**config.mk**
```make
export PLATFORM = sky130hd
export DESIGN_NAME = fbc_cycle_sched
export DESIGN_NICKNAME = d
export VERILOG_FILES = /design/src/rtl/fbc_pkg.sv /design/src/rtl/fbc_worst_class.sv /design/src/rtl/fbc_cycle_len.sv /design/src/rtl/fbc_refresh_timer.sv /design/src/rtl/fbc_cycle_sched.sv
export SDC_FILE = /design/constraint.sdc
export NUM_CORES = 1
export LEC_CHECK = 0
export CAP_MARGIN = 20
export CORE_AREA = 2 2 108 110
export DETAILED_ROUTE_END_ITERATION = 8
export DIE_AREA = 0 0 110 112
export SLEW_MARGIN = 20
export SYNTH_ARGS = -nofsm -noshare
export SYNTH_HDL_FRONTEND = slang
export SYNTH_HIERARCHICAL = 1
export SYNTH_SLANG_ARGS = --single-unit
```
**constraint.sdc**
```tcl
create_clock -name clk -period 3.8 [get_ports clk]
set_clock_uncertainty 0.15 [all_clocks]
set_input_delay 0.76 -clock clk [delete_from_list [all_inputs] [get_ports clk]]
set_output_delay 0.76 -clock clk [all_outputs]
set_load 0.02 [all_outputs]
```
**src/rtl/fbc_pkg.sv**
```systemverilog
package fbc_pkg;
  localparam int TICK_NS = 40;
  localparam int TICK_W  = 5;

  localparam int NS_RD_FULL  = 320;
  localparam int NS_RD_PAGE  = 160;
  localparam int NS_WR_FULL  = 320;
  localparam int NS_WR_LONG  = 400;
  localparam int NS_WR_PAGE  = 160;
  localparam int NS_RMW_FULL = 480;
  localparam int NS_RMW_PAGE = 320;
  localparam int NS_BP_FULL  = 400;
  localparam int NS_BP_PAGE  = 240;
  localparam int NS_REFRESH  = 560;
  localparam int NS_REF_STD  = 15625;
  localparam int NS_REF_ALT  = 10851;

  localparam int REF_STD_TICKS = NS_REF_STD / TICK_NS;
  localparam int REF_ALT_TICKS = NS_REF_ALT / TICK_NS;

  typedef enum logic [2:0] {
    CYC_READ    = 3'd0,
    CYC_WRITE   = 3'd1,
    CYC_RMW     = 3'd2,
    CYC_BPREAD  = 3'd3,
    CYC_REFRESH = 3'd4
  } cyc_kind_e;

  function automatic logic [TICK_W-1:0] ns2t(input int ns);
    return TICK_W'(ns / TICK_NS);
  endfunction
endpackage

```
**src/rtl/fbc_worst_class.sv**
```systemverilog
module fbc_worst_class #(
  parameter int NSLICE = 4
) (
  input  logic [2*NSLICE-1:0] cls,
  output logic                need_rmw
);
  logic [NSLICE-1:0] hit;

  for (genvar g = 0; g < NSLICE; g++) begin : g_slice
    assign hit[g] = (cls[2*g +: 2] >= 2'd2);
  end

  assign need_rmw = |hit;
endmodule

```
**src/rtl/fbc_cycle_len.sv**
```systemverilog
module fbc_cycle_len
  import fbc_pkg::*;
(
  input  cyc_kind_e         kind,
  input  logic              page,
  input  logic              long_wr,
  output logic [TICK_W-1:0] ticks
);
  always_comb begin
    unique case (kind)
      CYC_READ:   ticks = page ? ns2t(NS_RD_PAGE) : ns2t(NS_RD_FULL);
      CYC_WRITE:  ticks = page ? ns2t(NS_WR_PAGE) :
                          (long_wr ? ns2t(NS_WR_LONG) : ns2t(NS_WR_FULL));
      CYC_RMW:    ticks = page ? ns2t(NS_RMW_PAGE) : ns2t(NS_RMW_FULL);
      CYC_BPREAD: ticks = page ? ns2t(NS_BP_PAGE) : ns2t(NS_BP_FULL);
      default:    ticks = ns2t(NS_REFRESH);
    endcase
  end
endmodule

```
**src/rtl/fbc_refresh_timer.sv**
```systemverilog
module fbc_refresh_timer #(
  parameter int STD_TICKS = 390,
  parameter int ALT_TICKS = 271
) (
  input  logic clk,
  input  logic rst_n,
  input  logic alt,
  input  logic take,
  output logic pend
);
  localparam int MAXT  = (STD_TICKS > ALT_TICKS) ? STD_TICKS : ALT_TICKS;
  localparam int REF_W = $clog2(MAXT + 1);

  logic [REF_W-1:0] cnt;
  logic [REF_W-1:0] limit;
  logic             expire;

  assign limit  = alt ? REF_W'(ALT_TICKS - 1) : REF_W'(STD_TICKS - 1);
  assign expire = (cnt >= limit);

  always_ff @(posedge clk or negedge rst_n) begin
    if (!rst_n) begin
      cnt  <= '0;
      pend <= 1'b0;
    end else begin
      cnt  <= expire ? '0 : cnt + REF_W'(1);
      pend <= (pend & ~take) | expire;
    end
  end

  // Pending refresh is never dropped until the scheduler takes it
  assert_pend_hold_R8: assert property (@(posedge clk) disable iff (!rst_n)
    pend && !take |=> pend);
endmodule

```
**src/rtl/fbc_cycle_sched.sv**
```systemverilog
module fbc_cycle_sched
  import fbc_pkg::*;
#(
  parameter int NSLICE         = 4,
  parameter int CNT_W          = 12,
  parameter int LINES_PER_PAGE = 4,
  parameter int HPM_MIN_TILES  = 4
) (
  input  logic                clk,
  input  logic                rst_n,
  input  logic                cfg_alt_refresh,
  input  logic                req_valid,
  output logic                req_ready,
  input  logic [1:0]          req_kind,
  input  logic [CNT_W-1:0]    req_tiles,
  input  logic                req_vertical,
  input  logic                req_page_en,
  input  logic                req_four_line,
  input  logic [2*NSLICE-1:0] slice_class,
  output logic                cyc_strobe,
  output logic [2:0]          cyc_type,
  output logic                cyc_page,
  output logic [TICK_W-1:0]   cyc_ticks,
  output logic                run_done
);
  localparam int LPP_W = $clog2(LINES_PER_PAGE);
  localparam logic [TICK_W-1:0] REF_TICKS = ns2t(NS_REFRESH);

  logic              active;
  logic [1:0]        kind_q;
  logic              vert_q, hpm_q, vpm_q;
  logic [CNT_W-1:0]  left, pos;
  logic [TICK_W-1:0] bc;

  logic              need_rmw, ref_pend;
  cyc_kind_e         eff;
  logic              pg, lw, last_tile;
  logic [TICK_W-1:0] data_ticks;
  logic              take_ref, data_go, finish;

  fbc_worst_class #(.NSLICE(NSLICE)) u_worst (
    .cls(slice_class), .need_rmw(need_rmw));

  fbc_refresh_timer #(.STD_TICKS(REF_STD_TICKS), .ALT_TICKS(REF_ALT_TICKS)) u_ref (
    .clk(clk), .rst_n(rst_n), .alt(cfg_alt_refresh), .take(take_ref), .pend(ref_pend));

  fbc_cycle_len u_len (.kind(eff), .page(pg), .long_wr(lw), .ticks(data_ticks));

  assign req_ready = !active;
  assign last_tile = (left == CNT_W'(1));
  assign take_ref  = (bc == '0) && ref_pend;
  assign data_go   = (bc == '0) && !ref_pend && active && (left != '0);
  assign finish    = (bc == '0) && active && (left == '0);

  always_comb begin
    unique case (kind_q)
      2'd1:    eff = need_rmw ? CYC_RMW : CYC_WRITE;
      2'd2:    eff = CYC_BPREAD;
      default: eff = CYC_READ;
    endcase
    if (vert_q) begin
      pg = vpm_q && (pos[LPP_W-1:0] != '0);
      lw = vpm_q && (pos[LPP_W-1:0] == '0) && (eff == CYC_WRITE);
    end else begin
      pg = hpm_q && (pos >= CNT_W'(2)) && !last_tile;
      lw = hpm_q && (pos == CNT_W'(1)) && !last_tile && (eff == CYC_WRITE);
    end
  end

  always_ff @(posedge clk or negedge rst_n) begin
    if (!rst_n) begin
      active     <= 1'b0;
      kind_q     <= 2'd0;
      vert_q     <= 1'b0;
      hpm_q      <= 1'b0;
      vpm_q      <= 1'b0;
      left       <= '0;
      pos        <= '0;
      bc         <= '0;
      cyc_strobe <= 1'b0;
      cyc_type   <= CYC_READ;
      cyc_page   <= 1'b0;
      cyc_ticks  <= '0;
      run_done   <= 1'b0;
    end else begin
      cyc_strobe <= 1'b0;
      run_done   <= 1'b0;
      if (bc != '0) bc <= bc - TICK_W'(1);
      if (take_ref) begin
        cyc_strobe <= 1'b1;
        cyc_type   <= CYC_REFRESH;
        cyc_ticks  <= REF_TICKS;
        cyc_page   <= 1'b0;
        bc         <= REF_TICKS - TICK_W'(1);
        pos        <= '0;
      end else if (data_go) begin
        cyc_strobe <= 1'b1;
        cyc_type   <= eff;
        cyc_ticks  <= data_ticks;
        cyc_page   <= pg;
        bc         <= data_ticks - TICK_W'(1);
        pos        <= pos + CNT_W'(1);
        left       <= left - CNT_W'(1);
      end
      if (finish) begin
        run_done <= 1'b1;
        active   <= 1'b0;
      end
      if (!active && req_valid) begin
        active <= 1'b1;
        kind_q <= req_kind;
        vert_q <= req_vertical;
        hpm_q  <= req_page_en && (req_tiles >= CNT_W'(HPM_MIN_TILES));
        vpm_q  <= req_page_en && req_four_line;
        left   <= req_tiles;
        pos    <= '0;
      end
    end
  end

  // Observation state for the timing properties
  logic       prev_ref, seen;
  logic [7:0] gap;
  logic [TICK_W-1:0] last_len;

  always_ff @(posedge clk or negedge rst_n) begin
    if (!rst_n) begin
      prev_ref <= 1'b0;
      seen     <= 1'b0;
      gap      <= '0;
      last_len <= '0;
    end else if (cyc_strobe) begin
      prev_ref <= (cyc_type == CYC_REFRESH);
      seen     <= 1'b1;
      gap      <= 8'd1;
      last_len <= cyc_ticks;
    end else if (gap != 8'hff) begin
      gap <= gap + 8'd1;
    end
  end

  assert_ready_drop_R1: assert property (@(posedge clk) disable iff (!rst_n)
    req_valid && req_ready |=> !req_ready);

  assert_gap_R2: assert property (@(posedge clk) disable iff (!rst_n)
    cyc_strobe && seen |-> gap >= {{(8-TICK_W){1'b0}}, last_len});

  assert_page_short_R4: assert property (@(posedge clk) disable iff (!rst_n)
    cyc_strobe && cyc_page |-> cyc_ticks <= TICK_W'(8));

  assert_refresh_len_R8: assert property (@(posedge clk) disable iff (!rst_n)
    cyc_strobe && (cyc_type == CYC_REFRESH) |-> (cyc_ticks == REF_TICKS) && !cyc_page);

  assert_restart_full_R9: assert property (@(posedge clk) disable iff (!rst_n)
    cyc_strobe && prev_ref |-> !cyc_page);
endmodule

```
==> results of run 1 <==
-- worst max-delay path: stages --
cell and delay (ns):
clkdlybuf4s50_1 0.39, or4_1 0.54, nand2b_1 0.18, a21oi_1 0.22, nor2b_2 0.08, mux2i_1 0.13, or3_1 0.42, o31ai_1 0.21
nand2_1 0.07, a22oi_1 0.16, a22oi_1 0.08
-- cell type report --
cell class | count | share of cell area (%)
Timing Repair Buffer | 42 | 10.22
Multi-Input combinational cell | 260 | 43.71
Tap cell | 143 | 4.566
Sequential cell | 56 | 35.76
Clock buffer | 8 | 3.736
Inverter | 21 | 2.011
-- logic make-up after synthesis --
kind of cell	count (synthesis)	share of synthesized area (%)
and+or+nand+nor	138	23.54
AOI/OAI and AO/OA	93	20.27
adders and majority gates	15	5.769
DFF	56	43.08
buffers and inverters	34	4.615
xor gates and xnor gates	7	1.885
other	2	0.2309
muxes	2	0.6154
-- worst min-delay path by stage --
stage / cells after the start / from / slack, ns / endpoint
after floorplan: 1 / pos[11] / 0.29 / pos[11]
after detailed placement: 1 / pos[11] / 0.31 / pos[11]
after global placement: 1 / pos[11] / 0.31 / pos[11]
after global routing: 1 / rst_n / 0.22 / left[10]
final: 1 / rst_n / 0.21 / left[10]
after CTS: 1 / rst_n / 0.21 / left[10]
-- layer usage --
| metal | up-vias | global-route usage [%] |
|---|---|---|
| li1 | 1371 | - |
| met2 | 40 | 21.15 |
| met1 | 1361 | 19.47 |
| met4 | 0 | 2.869 |
| met3 | 6 | 3.454 |
| met5 | - | 0 |
-- power by group --
group          internal (W)  switching (W)  total, W  leakage [nW]
sequential         0.000758       0.000198  0.000955         0.705
combinational      0.000368       0.000413  0.000781         0.809
clock              0.000264       0.000213  0.000477        0.0712
total               0.00139       0.000824   0.00221          1.58
-- cells in the final DEF (no fill, tap or decap), types with 6 or more instances in the layout --
cell type / netlist / final
a21oi_1: 16 / 16
clkdlybuf4s50_1: 0 / 35
nand4_1: 7 / 7
buf_4: 2 / 6
nand2_1: 43 / 43
dfrtp_1: 56 / 56
nand3_1: 11 / 11
nor2_1: 16 / 16
ha_1: 15 / 15
a22o_1: 6 / 6
nor3_1: 10 / 10
inv_1: 19 / 19
or3_1: 8 / 8
a211oi_1: 6 / 6
nor4_1: 12 / 12
o21ai_0: 24 / 24
-- sequential cells by signal, indices dropped and copies added, names as in the netlist, 2 cells and up --
signal,cells
kind_q,2
left,12
cyc_ticks,5
pos,12
bc,5
u_ref/cnt,9
cyc_type,3
-- through the flow --
step	cell area [um^2]	total power, W
5_1_grt	3919	0.002380
6_report	3919	0.002214
2_1_floorplan	3264	0.001459
3_5_place_dp	3772	0.001743
4_1_cts	3919	0.002231
3_3_place_gp	3772	0.001724
==> metrics.cfg, run 1 <==
[floorplan]
die_y_um=112
num_rows=39
dieArea_mm2=0.01232
core_mm2=0.01117
io_pins=41
start_util_pct=29.11
fp.dieW_um=110

[logic_synthesis]
synth_area_per_cell_um2=9.375
synth_top_area_share_pct=43.08
synthCells=347
synth.distinct_cells=61
synth_common_cells=dfrtp_1, nand2_1, o21ai_0, inv_1
yosys.area.top_type=dfrtp_1
synth_edf_count=0
yosysSeqAreaShare_pct=43.08
yosysMostFrequentCell=dfrtp_1
netlist_area_mm2=0.003253
synth-main-ff-cell=dfrtp_1
synth_area_leaders=dfrtp_1, ha_1, nand2_1, o21ai_0, a21oi_1
synth_warnings=6
yosys_register_bits=56
async_reset_ff_share_pct=100.0

[timing]
tightest_slew_ns=0.7074
fin_setup_tns_ns=0
slew_violations=0
fin_crit_ns=3.249
setup_viol=0
timing.fmax_mhz=307.8
slew_headroom_pct=52.84
fin_crit_sh_pct=85.50
grt_setup_unrepaired=false
finalHoldViolCount=0
whs_ns=0.2057
setup_slack_ns=0.5510

[detailed_routing]
drc=0
dr.first_iter.drc_count=236
drtPass1Iterations=4
met2_wirelength_um=3574
dr_wl_met3_um=263
ant_nets=0
finalWirelength_um=7813
wl_per_cell_um=14.74
dr_total_vias=2778
dr.max_layer_used=met4
drt-met1-wl_um=3899
via_per_inst=5.242

[grt]
grt_antenna_before_repair=0
grt_pass1_vias=2745
grt_overflow=0
track_usage_pct=13.73
grt_pass1_wl_um=13510
grt_max_degree=43

[clock_tree]
numCtsBuffers=5
cts_tree=yes
cts_setup_buffers=0
clk_latency_ns=0.29
clkSlewWorstSetupHoldPaths_ns=0.07
cts_hold_buf=0
cts_resized=0
root_buffer=clkbuf_16
cts.sink_count=56
cts_max_path_buffers=2
clock_tree.htree_level_count=2

[outcome]
status=completed

[setup_path]
end_kind=flip-flop
critPathArrivalTime_ns=3.24
reg2reg_depth=12
cp-start-kind=primary input
endpoint=bc[3]
r2r-start=left[8]
cp_max_fo=3
r2r_slack_ns=0.84
required_ns=3.79
rr_endpoint=bc[3]
startpoint=slice_class[7]
crit_type=in -> reg

[job]
drv_cap=0

[pwr]
power_density_mw_per_mm2=564.9
peakVddDrop_v=0.0002261
p_leak_nw=1.585

[finish]
fin_cells=530
drive_above_1_share_pct=8.527
fillers=1134
area_growth_pct=20.46
finalCoreUtilization_pct=35.07
nNetsFinal=430
diodes=0
multiInputGateArea_mm2=0.001713
seqCellArea_mm2=0.001401

[placed_design]
pre_cts_ws_ns=0.2424
dp.cells=522
hpwl_um=5579
gp_congestion=0.8012
port_buffers=36

[min_path]
hp-class=in -> async

(Power assumes the default switching activity.)
==> run 2: changes to the inputs <==
Settings changed: CTS_CLUSTER_SIZE set to 28, PLACE_DENSITY set to 0.44.
==> run 2 against run 1 <==
  * Combinational power is essentially flat
  * Largest cell class unchanged
  * Critical path type unchanged
  * Power grew 5.0%
  * Highest routed layer unchanged
  * Global-route usage grew 0.83 points
  * Fmax grew 0.14%
  * Largest power group unchanged
==> metrics.cfg, run 2 (synthesis gave the netlist of run 1 again) <==
[placed_design]
hpwl_um=5759  ; +3.2%
gp_congestion=0.7354  ; -8.2%
port_buffers=36  ; unchanged
post_dp_cell_area_mm2=0.003772  ; unchanged

[grt]
grt_pass1_vias=2816  ; +2.6%
grt_overflow=0  ; unchanged
track_usage_pct=14.56  ; +0.83 points
grt_antenna_before_repair=0  ; unchanged
grt_pass1_wl_um=14270  ; +5.6%
grt_max_degree=30  ; -30%

[clock_tree]
numCtsBuffers=5  ; unchanged
cts_max_path_buffers=2  ; unchanged
clkSlewWorstSetupHoldPaths_ns=0.07  ; about the same
root_buffer=clkbuf_16
cts_tree=yes
clock_tree.htree_level_count=2  ; unchanged
cts_hold_buf=0  ; unchanged
cts_setup_buffers=0  ; unchanged
cts.sink_count=56  ; unchanged
cts_resized=0  ; unchanged
clk_latency_ns=0.30  ; about the same

[timing]
slew_headroom_pct=47.99  ; -4.9 points
finalHoldViolCount=0  ; unchanged
fin_setup_tns_ns=0  ; unchanged
slew_violations=0  ; unchanged
grt_setup_unrepaired=false
fin_crit_ns=3.244  ; -0.004685 ns
timing.fmax_mhz=308.2  ; +0.14%
tightest_slew_ns=0.7802  ; +0.07277 ns
setup_viol=0  ; unchanged
fin_crit_sh_pct=85.38  ; -0.12 points

[finish]
drive_above_1_share_pct=8.808  ; +0.28 points
fillers=1156  ; +1.9%
final_cell_mix=dfrtp_1, nand2_1, clkdlybuf4s50_1, o21ai_0, inv_1
final_common_cell=dfrtp_1
fin_area_mm2=0.003958  ; +0.99%
reg_top3=left: 12 flops, pos: 12 flops, u_ref/cnt: 9 flops
area_growth_pct=21.65
nNetsFinal=430  ; unchanged
diodes=0  ; unchanged

[detailed_routing]
drc=0  ; unchanged
dr_total_vias=2722  ; -2.0%
wl_per_cell_um=15.60  ; +5.8%
dr.first_iter.drc_count=134  ; -43%
finalWirelength_um=8251  ; +5.6%
drtPass1Iterations=4  ; unchanged
ant_nets=0  ; unchanged
via_per_inst=5.146  ; -1.8%

[floorplan]
core_mm2=0.01117  ; unchanged
dieArea_mm2=0.01232  ; unchanged
start_util_pct=29.11  ; unchanged
num_rows=39  ; unchanged
fp.dieW_um=110  ; unchanged
io_pins=41  ; unchanged
die_y_um=112  ; unchanged

[setup_path]
critPathArrivalTime_ns=3.24  ; about the same
crit_type=in -> reg
end_kind=flip-flop
cp-start-kind=primary input
required_ns=3.80  ; about the same
cp_max_fo=3  ; unchanged

[job]
drv_cap=0  ; unchanged

[outcome]
status=completed

[min_path]
hp-class=reg -> reg

[pwr]
peakVddDrop_v=0.0003096  ; +37%
p_leak_nw=1.604  ; +1.2%
power_density_mw_per_mm2=587.1  ; +3.9%

## run 2: final cells by class
type                       count  area, um^2  share of cell area, %
timing repair buffer          42       400.4                  10.12
sequential                    56        1401                  35.41
tap                          143       178.9                  4.521
multi-input combinational    260        1713                  43.28
clock buffer                   5       125.1                  3.162
clock inverter                 2       60.06                  1.518
inverter                      21       78.83                  1.992
## run 2: critical path, cell delays in order
cell and delay [ns]:
clkdlybuf4s50_1 0.39, or4_1 0.55, nand2b_1 0.18, a21oi_1 0.22
nor2b_2 0.07, mux2i_1 0.13, or3_1 0.41, o31ai_1 0.21
nand2_1 0.07, a22oi_1 0.15, a22oi_1 0.08
## run 2: per-layer routing
metal	track usage [%]	share of wire (%)	wire length (um)
met1	20.63	48	3955
met2	22.70	46	3834
met5	0	0	0
met3	1.932	4.1	341
met4	4.979	1.5	120
## run 2: through the flow
step	worst slack (ns)	hold slack (ns)	cells	power [W]	utilization [%]
3_5_place_dp	0.2098	0.3128	522	0.001740	33.76
4_1_cts	0.5383	0.3327	529	0.002354	35.42
6_report	0.5557	0.3373	529	0.002323	35.42
5_1_grt	0.3182	0.3648	529	0.002510	35.42
2_1_floorplan	0.6212	0.2892	350	0.001459	-
3_3_place_gp	0.2384	0.3173	522	0.001737	33.76
## run 2: path summary, 6_finish.rpt
| path | from | endpoint | slack [ns] | cells after the start |
|---|---|---|---|---|
| worst max-delay path | slice_class[7] | bc[3] | 0.56 | 11 |
| worst min-delay path | pos[11] | pos[11] | 0.34 | 1 |
| worst max register to register | left[8] | bc[3] | 0.69 | 12 |
| worst min register to register | pos[11] | pos[11] | 0.34 | 1 |
| max in group asynchronous | rst_n | u_ref/cnt[3] | 2.29 | 2 |
| min in group asynchronous | rst_n | pos[10] | 0.37 | 1 |
## run 2: power by group
part,internal (W),switching [W]
logic,0.000369,0.000414
registers,0.000757,0.000188
clock network,0.000375,0.000221
total,0.00150,0.000822
